File: src/rtl/audfrm_pkg.sv
package audfrm_pkg;

    localparam int SMP_W  = 32;
    localparam int BIT_IW = $clog2(SMP_W);
    localparam int WRD_IW = 4;
    localparam int POS_W  = BIT_IW + WRD_IW;

    // Run-time frame description
    typedef struct packed {
        logic              bclk_inv;
        logic              msb_first;
        logic              fs_early;
        logic              fs_low;
        logic [WRD_IW-1:0] frame_m1;
        logic [BIT_IW-1:0] sync_m1;
        logic [BIT_IW-1:0] first_m1;
        logic [BIT_IW-1:0] other_m1;
    } fmt_t;

    // Position of the bit currently on the line
    typedef struct packed {
        logic [WRD_IW-1:0] word;
        logic [BIT_IW-1:0] bit_i;
        logic [BIT_IW-1:0] wid_m1;
        logic [POS_W-1:0]  pos;
    } cur_t;

    function automatic logic [BIT_IW-1:0] bit_sel(
        input logic              msb,
        input logic [BIT_IW-1:0] wid_m1,
        input logic [BIT_IW-1:0] bit_i
    );
        return msb ? (wid_m1 - bit_i) : bit_i;
    endfunction

    function automatic logic fs_active(input fmt_t f, input cur_t c);
        logic last;
        last = (c.word == f.frame_m1) && (c.bit_i == c.wid_m1);
        if (f.fs_early)
            return last || (c.pos < POS_W'(f.sync_m1));
        else
            return c.pos <= POS_W'(f.sync_m1);
    endfunction

endpackage

File: src/rtl/audfrm_clkdiv.sv
module audfrm_clkdiv #(
    parameter int DIV_W = 8
) (
    input  logic             clk,
    input  logic             rst,
    input  logic             go,
    input  logic [DIV_W-1:0] div_m1,
    output logic             ph,
    output logic             tick
);
    logic [DIV_W-1:0] cnt;

    always_ff @(posedge clk) begin
        if (rst || !go) begin
            cnt <= '0;
            ph  <= 1'b0;
        end else if (cnt == div_m1) begin
            cnt <= '0;
            ph  <= ~ph;
        end else begin
            cnt <= cnt + 1'b1;
        end
    end

    assign tick = go && ph && (cnt == div_m1);

    AST_HALF_HOLD: assert property (@(posedge clk) disable iff (rst)
        (go && cnt != div_m1) |=> (ph == $past(ph)));

endmodule

File: src/rtl/audfrm_seq.sv
module audfrm_seq
    import audfrm_pkg::*;
(
    input  logic             clk,
    input  logic             rst,
    input  logic             soft_rst,
    input  logic             en,
    input  fmt_t             fmt,
    input  logic             tick,
    input  logic             s_valid,
    input  logic [SMP_W-1:0] s_data,
    output logic             running,
    output cur_t             cur,
    output logic [SMP_W-1:0] wdata,
    output logic             s_ready,
    output logic             new_word,
    output logic             udr_set,
    output logic             se_set
);
    logic              start, adv, wrap, over;
    logic [WRD_IW-1:0] next_word;

    always_comb begin
        start     = en && !running;
        adv       = en && running && tick;
        wrap      = (cur.bit_i == cur.wid_m1);
        new_word  = start || (adv && wrap);
        over      = running && (cur.word > fmt.frame_m1);
        next_word = (!running || cur.word >= fmt.frame_m1) ? '0 : cur.word + 1'b1;
        se_set    = adv && wrap && over;
        s_ready   = new_word;
        udr_set   = new_word && !s_valid;
    end

    always_ff @(posedge clk) begin
        if (rst || soft_rst) begin
            running <= 1'b0;
            cur     <= '0;
            wdata   <= '0;
        end else if (!en) begin
            running <= 1'b0;
        end else if (new_word) begin
            running    <= 1'b1;
            cur.word   <= next_word;
            cur.bit_i  <= '0;
            cur.wid_m1 <= (next_word == '0) ? fmt.first_m1 : fmt.other_m1;
            cur.pos    <= (next_word == '0) ? '0 : cur.pos + 1'b1;
            wdata      <= s_valid ? s_data : '0;
        end else if (adv) begin
            cur.bit_i <= cur.bit_i + 1'b1;
            cur.pos   <= cur.pos + 1'b1;
        end
    end

    AST_BIT_IN_WORD: assert property (@(posedge clk) disable iff (rst)
        running |-> (cur.bit_i <= cur.wid_m1));
    AST_READY_AT_WORD: assert property (@(posedge clk) disable iff (rst)
        (s_ready && !soft_rst) |=> (running && cur.bit_i == '0));
    AST_EMPTY_IS_ZERO: assert property (@(posedge clk) disable iff (rst)
        (s_ready && !s_valid && !soft_rst) |=> (wdata == '0));

endmodule

File: src/rtl/audfrm_flags.sv
module audfrm_flags (
    input  logic clk,
    input  logic rst,
    input  logic soft_rst,
    input  logic ws_set,
    input  logic se_set,
    input  logic udr_set,
    input  logic clr_ws,
    input  logic clr_se,
    input  logic clr_udr,
    output logic word_start,
    output logic flag_ws,
    output logic flag_se,
    output logic flag_udr
);
    always_ff @(posedge clk) begin
        if (rst || soft_rst) begin
            word_start <= 1'b0;
            flag_ws    <= 1'b0;
            flag_se    <= 1'b0;
            flag_udr   <= 1'b0;
        end else begin
            word_start <= ws_set;
            flag_ws    <= ws_set  || (flag_ws  && !clr_ws);
            flag_se    <= se_set  || (flag_se  && !clr_se);
            flag_udr   <= udr_set || (flag_udr && !clr_udr);
        end
    end

    AST_UDR_STICKY: assert property (@(posedge clk) disable iff (rst)
        (flag_udr && !clr_udr && !soft_rst) |=> flag_udr);
    AST_WS_PULSE: assert property (@(posedge clk) disable iff (rst)
        word_start |=> !word_start);

endmodule

File: src/rtl/audfrm_tx.sv
module audfrm_tx
    import audfrm_pkg::*;
#(
    parameter int DIV_W = 8
) (
    input  logic              clk,
    input  logic              rst,
    input  logic              soft_rst,
    input  logic              en,
    input  logic              cfg_bclk_inv,
    input  logic              cfg_msb_first,
    input  logic              cfg_fs_early,
    input  logic              cfg_fs_low,
    input  logic [WRD_IW-1:0] cfg_frame_m1,
    input  logic [BIT_IW-1:0] cfg_sync_m1,
    input  logic [BIT_IW-1:0] cfg_first_m1,
    input  logic [BIT_IW-1:0] cfg_other_m1,
    input  logic [DIV_W-1:0]  cfg_div_m1,
    input  logic              s_valid,
    input  logic [SMP_W-1:0]  s_data,
    output logic              s_ready,
    input  logic              clr_word_start,
    input  logic              clr_sync_err,
    input  logic              clr_underrun,
    output logic              bclk,
    output logic              fsync,
    output logic              sdata,
    output logic              word_start,
    output logic              flag_word_start,
    output logic              flag_sync_err,
    output logic              flag_underrun
);
    fmt_t             fmt;
    cur_t             cur;
    logic             running, ph, tick, go;
    logic             new_word, udr_set, se_set;
    logic [SMP_W-1:0] wdata;

    always_comb begin
        fmt.bclk_inv  = cfg_bclk_inv;
        fmt.msb_first = cfg_msb_first;
        fmt.fs_early  = cfg_fs_early;
        fmt.fs_low    = cfg_fs_low;
        fmt.frame_m1  = cfg_frame_m1;
        fmt.sync_m1   = cfg_sync_m1;
        fmt.first_m1  = cfg_first_m1;
        fmt.other_m1  = cfg_other_m1;
    end

    assign go = running && en && !soft_rst;

    audfrm_clkdiv #(.DIV_W(DIV_W)) div_i (
        .clk(clk), .rst(rst), .go(go), .div_m1(cfg_div_m1), .ph(ph), .tick(tick)
    );

    audfrm_seq seq_i (
        .clk(clk), .rst(rst), .soft_rst(soft_rst), .en(en), .fmt(fmt), .tick(tick),
        .s_valid(s_valid), .s_data(s_data), .running(running), .cur(cur),
        .wdata(wdata), .s_ready(s_ready), .new_word(new_word),
        .udr_set(udr_set), .se_set(se_set)
    );

    audfrm_flags flg_i (
        .clk(clk), .rst(rst), .soft_rst(soft_rst), .ws_set(new_word),
        .se_set(se_set), .udr_set(udr_set), .clr_ws(clr_word_start),
        .clr_se(clr_sync_err), .clr_udr(clr_underrun), .word_start(word_start),
        .flag_ws(flag_word_start), .flag_se(flag_sync_err), .flag_udr(flag_underrun)
    );

    always_comb begin
        bclk  = running ? (ph ^ fmt.bclk_inv) : fmt.bclk_inv;
        fsync = running ? (fs_active(fmt, cur) ^ fmt.fs_low) : fmt.fs_low;
        sdata = running ? wdata[bit_sel(fmt.msb_first, cur.wid_m1, cur.bit_i)] : 1'b0;
    end

endmodule

File: config.mk
export PLATFORM = sky130hd
export DESIGN_NAME = audfrm_tx
export DESIGN_NICKNAME = d
export VERILOG_FILES = /design/src/rtl/audfrm_pkg.sv /design/src/rtl/audfrm_clkdiv.sv /design/src/rtl/audfrm_seq.sv /design/src/rtl/audfrm_flags.sv /design/src/rtl/audfrm_tx.sv
export SDC_FILE = /design/constraint.sdc
export NUM_CORES = 1
export LEC_CHECK = 0
export ABC_AREA = 1
export BUFFER_PORTS_ARGS = -buffer_cell sky130_fd_sc_hd__buf_2
export CAP_MARGIN = 20
export CORE_ASPECT_RATIO = 0.75
export CORE_MARGIN = 2
export CORE_UTILIZATION = 53
export DETAILED_ROUTE_END_ITERATION = 10
export PLACE_DENSITY_LB_ADDON = 0.05
export SKIP_CTS_REPAIR_TIMING = 1
export SLEW_MARGIN = 20
export SYNTH_ARGS = -nofsm -noshare
export SYNTH_HDL_FRONTEND = slang
export SYNTH_SLANG_ARGS = --single-unit
File: constraint.sdc
create_clock -name clk -period 3.5 [get_ports clk]
set_input_delay 0.7 -clock clk [delete_from_list [all_inputs] [get_ports clk]]
set_output_delay 0.7 -clock clk [all_outputs]
set_load 0.05 [all_outputs]
==> flow_metrics.py <==
metrics = {
    "routing": {
        "drt-pass1-iter-count": 4,
        "route.detailed.drc": 0,
        "drt-total-wl_mm": 9.377,
        "final_antenna_net_count": 0,
        "vias": 3927,
        "viasPerCell": 5.009,
        "drtIter0Drc": 237,
        "wl_per_cell_um": 11.96,
    },
    "logic_synthesis": {
        "synthTopCellsByCount": "156 x nand2_1, 81 x nor2_1, 74 x inv_1",
        "synth_flop_cell": "dfxtp_1",
        "synth_seq_area_share": 0.3359,
        "yosysMostFrequentCell": "nand2_1",
        "yosys.area.top_type_share": 0.3359,
        "syn_avg_cell_area_um2": 6.775,
        "synthCells": 607,
        "async_reset_ff_frac": 0,
        "yosysWarnings": 0,
        "synth_fp_nets": 696,
        "synthTopCellsByArea": "dfxtp_1 34%, nand2_1 14%, nor2_1 7.4%, inv_1 6.8%, a21oi_2 6.6%",
        "synthesis.area_um2": 4113,
        "synth_seq_cells": 69,
        "synth.distinct_cells": 34,
        "synth_edf_count": 0,
        "synth_largest_area_cell": "dfxtp_1",
    },
    "cts": {
        "root_buffer": "clkbuf_8",
        "clk_pin_slew_ns": 0.08,
        "cts_tree": "yes",
        "cts_sinks": 69,
        "clk_latency_ns": 0.35,
        "cts_buffers": 9,
        "cts_buffer_depth": 2,
        "htreeDepth": 3,
    },
    "floorplan": {
        "fp-row-count": 27,
        "die_w_um": 105.7,
        "start_util": 0.5534,
        "pin_count": 79,
        "die-area_um2": 8488,
        "coreArea_um2": 7432,
        "die_h_um": 80.29,
    },
    "placement": {
        "hpwl_mm": 6.738,
        "dp_cells": 768,
        "gp_congestion": 0.8419,
        "io_buffers": 78,
    },
    "critical_path": {
        "r2r-end": "seq_i.wdata[30]$_SDFFE_PP0P_",
        "regToRegSetupSlack_ns": 0.80,
        "critPathLaunch": "seq_i.cur[14]$_SDFFE_PP0P_",
        "end_kind": "output port",
        "rr_startpoint": "seq_i.cur[16]$_SDFFE_PP0P_",
        "cp.arrival_ns": 2.55,
        "criticalPathCategory": "reg -> out",
        "critPathMaxFanout": 9,
        "worstPathRequired_ns": 2.80,
        "start_kind": "register",
        "reg2regPathDepth": 11,
    },
    "timing": {
        "maxSlewHeadroom": 0.4283,
        "period_share": 0.9280,
        "slew_viol_final": 0,
        "setup_violations": 0,
        "hold_viol": 0,
        "whs_ns": 0.4654,
        "max_freq_mhz": 307.9,
        "clock_skew_ns": 0.01077,
        "tightest_slew_ns": 0.8575,
        "rsz0062_at_grt": "no",
        "period_minus_slack_ns": 3.248,
    },
    "pwr": {
        "switching_power_uw": 521.5,
        "power_density_nw_per_um2": 402.6,
        "clkPwrFrac": 0.416,
        "total_power_mw": 1.916,
        "p_leak_nw": 2.211,
        "p_int_mw": 1.394,
        "vdd_ir_drop_max_v": 0.0002433,
        "swShare": 0.2722,
        "seqPwrFrac": 0.430,
        "combPwrFrac": 0.155,
    },
    "outcome": {
        "status": "complete, no violations",
    },
    "cells_and_area": {
        "antenna_cells": 0,
        "drive_above_1_share": 0.2123,
        "stdcell_count": 784,
        "fin_nets": 767,
        "nFillCells": 704,
        "area_delta_synth_final_pct": 15.70,
    },
    "global_route": {
        "grt_max_degree": 49,
        "gr-total-overflow": 0,
        "antenna_found_initial": 0,
        "grt_pass1_vias": 3676,
        "grt_pass1_wl_mm": 16.17,
        "grt_usage": 0.2353,
    },
    "min_path": {
        "hold_start": "flg_i.flag_ws$_SDFF_PP0_",
        "hold_path_class": "reg -> reg",
        "whs_path_depth": 2,
        "holdPathEnd": "flg_i.flag_ws$_SDFF_PP0_",
    },
    "flow_run": {
        "maxCapViolCount": 0,
    },
}
-- per-layer routing --
metal,up-vias,track usage,part of all wire
met5,-,0,0
met4,0,0.06184,0.0054
met3,5,0.05357,0.065
met2,112,0.3813,0.44
met1,1741,0.3175,0.49
li1,2069,-,-
-- worst max path at each step --
stage / end / slack (ns) / cells after the start
floorplan: sdata / 0.38 / 13
global placement: sdata / 0.43 / 14
detailed placement: sdata / 0.35 / 14
CTS: sdata / -0.04 / 14
global route: sdata / 0.003 / 14
finish: sdata / 0.25 / 14
-- flip-flops by register name, indices dropped and copies added, names as in the netlist --
| register | cells |
|---|---|
| seq_i.cur | 23 |
| seq_i.running | 1 |
| flg_i.flag_se | 1 |
| div_i.cnt | 8 |
| div_i.ph | 1 |
| flg_i.flag_udr | 1 |
| flg_i.flag_ws | 1 |
| seq_i.wdata | 32 |
| flg_i.word_start | 1 |
-- placed cells by master, fill, tap and decap left out, types with 2 or more instances in the layout --
cell / n
inv_1: 73
nor3_1: 8
buf_4: 5
nor2_1: 80
dfxtp_1: 68
xor2_1: 7
nand2_1: 156
nand3b_1: 4
buf_2: 77
o21ai_1: 16
a21oi_1: 23
bufinv_16: 3
ha_1: 17
nor2_2: 2
inv_2: 3
o21ai_0: 31
nand3_1: 47
nor3b_1: 2
a21oi_2: 31
o21ai_2: 2
nand2_2: 2
clkinv_4: 3
clkbuf_8: 9
-- final cells by class --
| type | count | area, um2 | share of cell area |
|---|---|---|---|
| sequential | 69 | 1383 | 0.2906 |
| tap | 101 | 126.4 | 0.02656 |
| inverter | 77 | 291.5 | 0.06127 |
| clock buffer | 9 | 123.9 | 0.02603 |
| multi-input combinational | 439 | 2287 | 0.4807 |
| clock inverter | 7 | 123.9 | 0.02603 |
| timing repair buffer | 82 | 422.9 | 0.08888 |
-- kinds of logic (layout without fill, tap and decap cells) --
family / count (synthesis) / in the layout / synth area share
adders and majority gates: 18 / 18 / 0.05659
and+or+nand+nor: 307 / 307 / 0.3188
DFF: 69 / 69 / 0.3359
AOI/OAI and AO/OA: 106 / 106 / 0.1603
xor gates and xnor gates: 8 / 8 / 0.01704
buffers and inverters: 99 / 175 / 0.1113
-- per-stage QoR --
stage	setup WS, ns	area, um2	TNS [ns]	util
after global placement	0.4292	4496	0	0.6049
final	0.2519	4758	0	0.6402
after global routing	0.003268	4758	0	0.6402
after CTS	-0.03697	4743	-0.03697	0.6382
after detailed placement	0.3470	4496	0	0.6049
after floorplan	0.3805	4113	0	-
-- power groups by stage --
stage / clock network [mW] / registers, mW / logic [mW]
2_1_floorplan: 0 / 0.840 / 0.212
3_3_place_gp: 0 / 0.840 / 0.285
3_5_place_dp: 0 / 0.840 / 0.293
4_1_cts: 0.810 / 0.822 / 0.295
5_1_grt: 0.846 / 0.825 / 0.337
6_report: 0.796 / 0.823 / 0.296
-- critical path, stage by stage, from the launching register on --
cell and delay (ns):
dfxtp_2 0.38, ha_1 0.16, inv_1 0.05, fa_1 0.47
nand2_1 0.08, o21ai_4 0.14, inv_2 0.14, nand3_1 0.11
nand2_1 0.05, nand2_1 0.05, nand3_1 0.07, nand3_1 0.06
nand2_1 0.06, nor2_1 0.16, buf_4 0.23
Power figures use the tool's default switching activity.
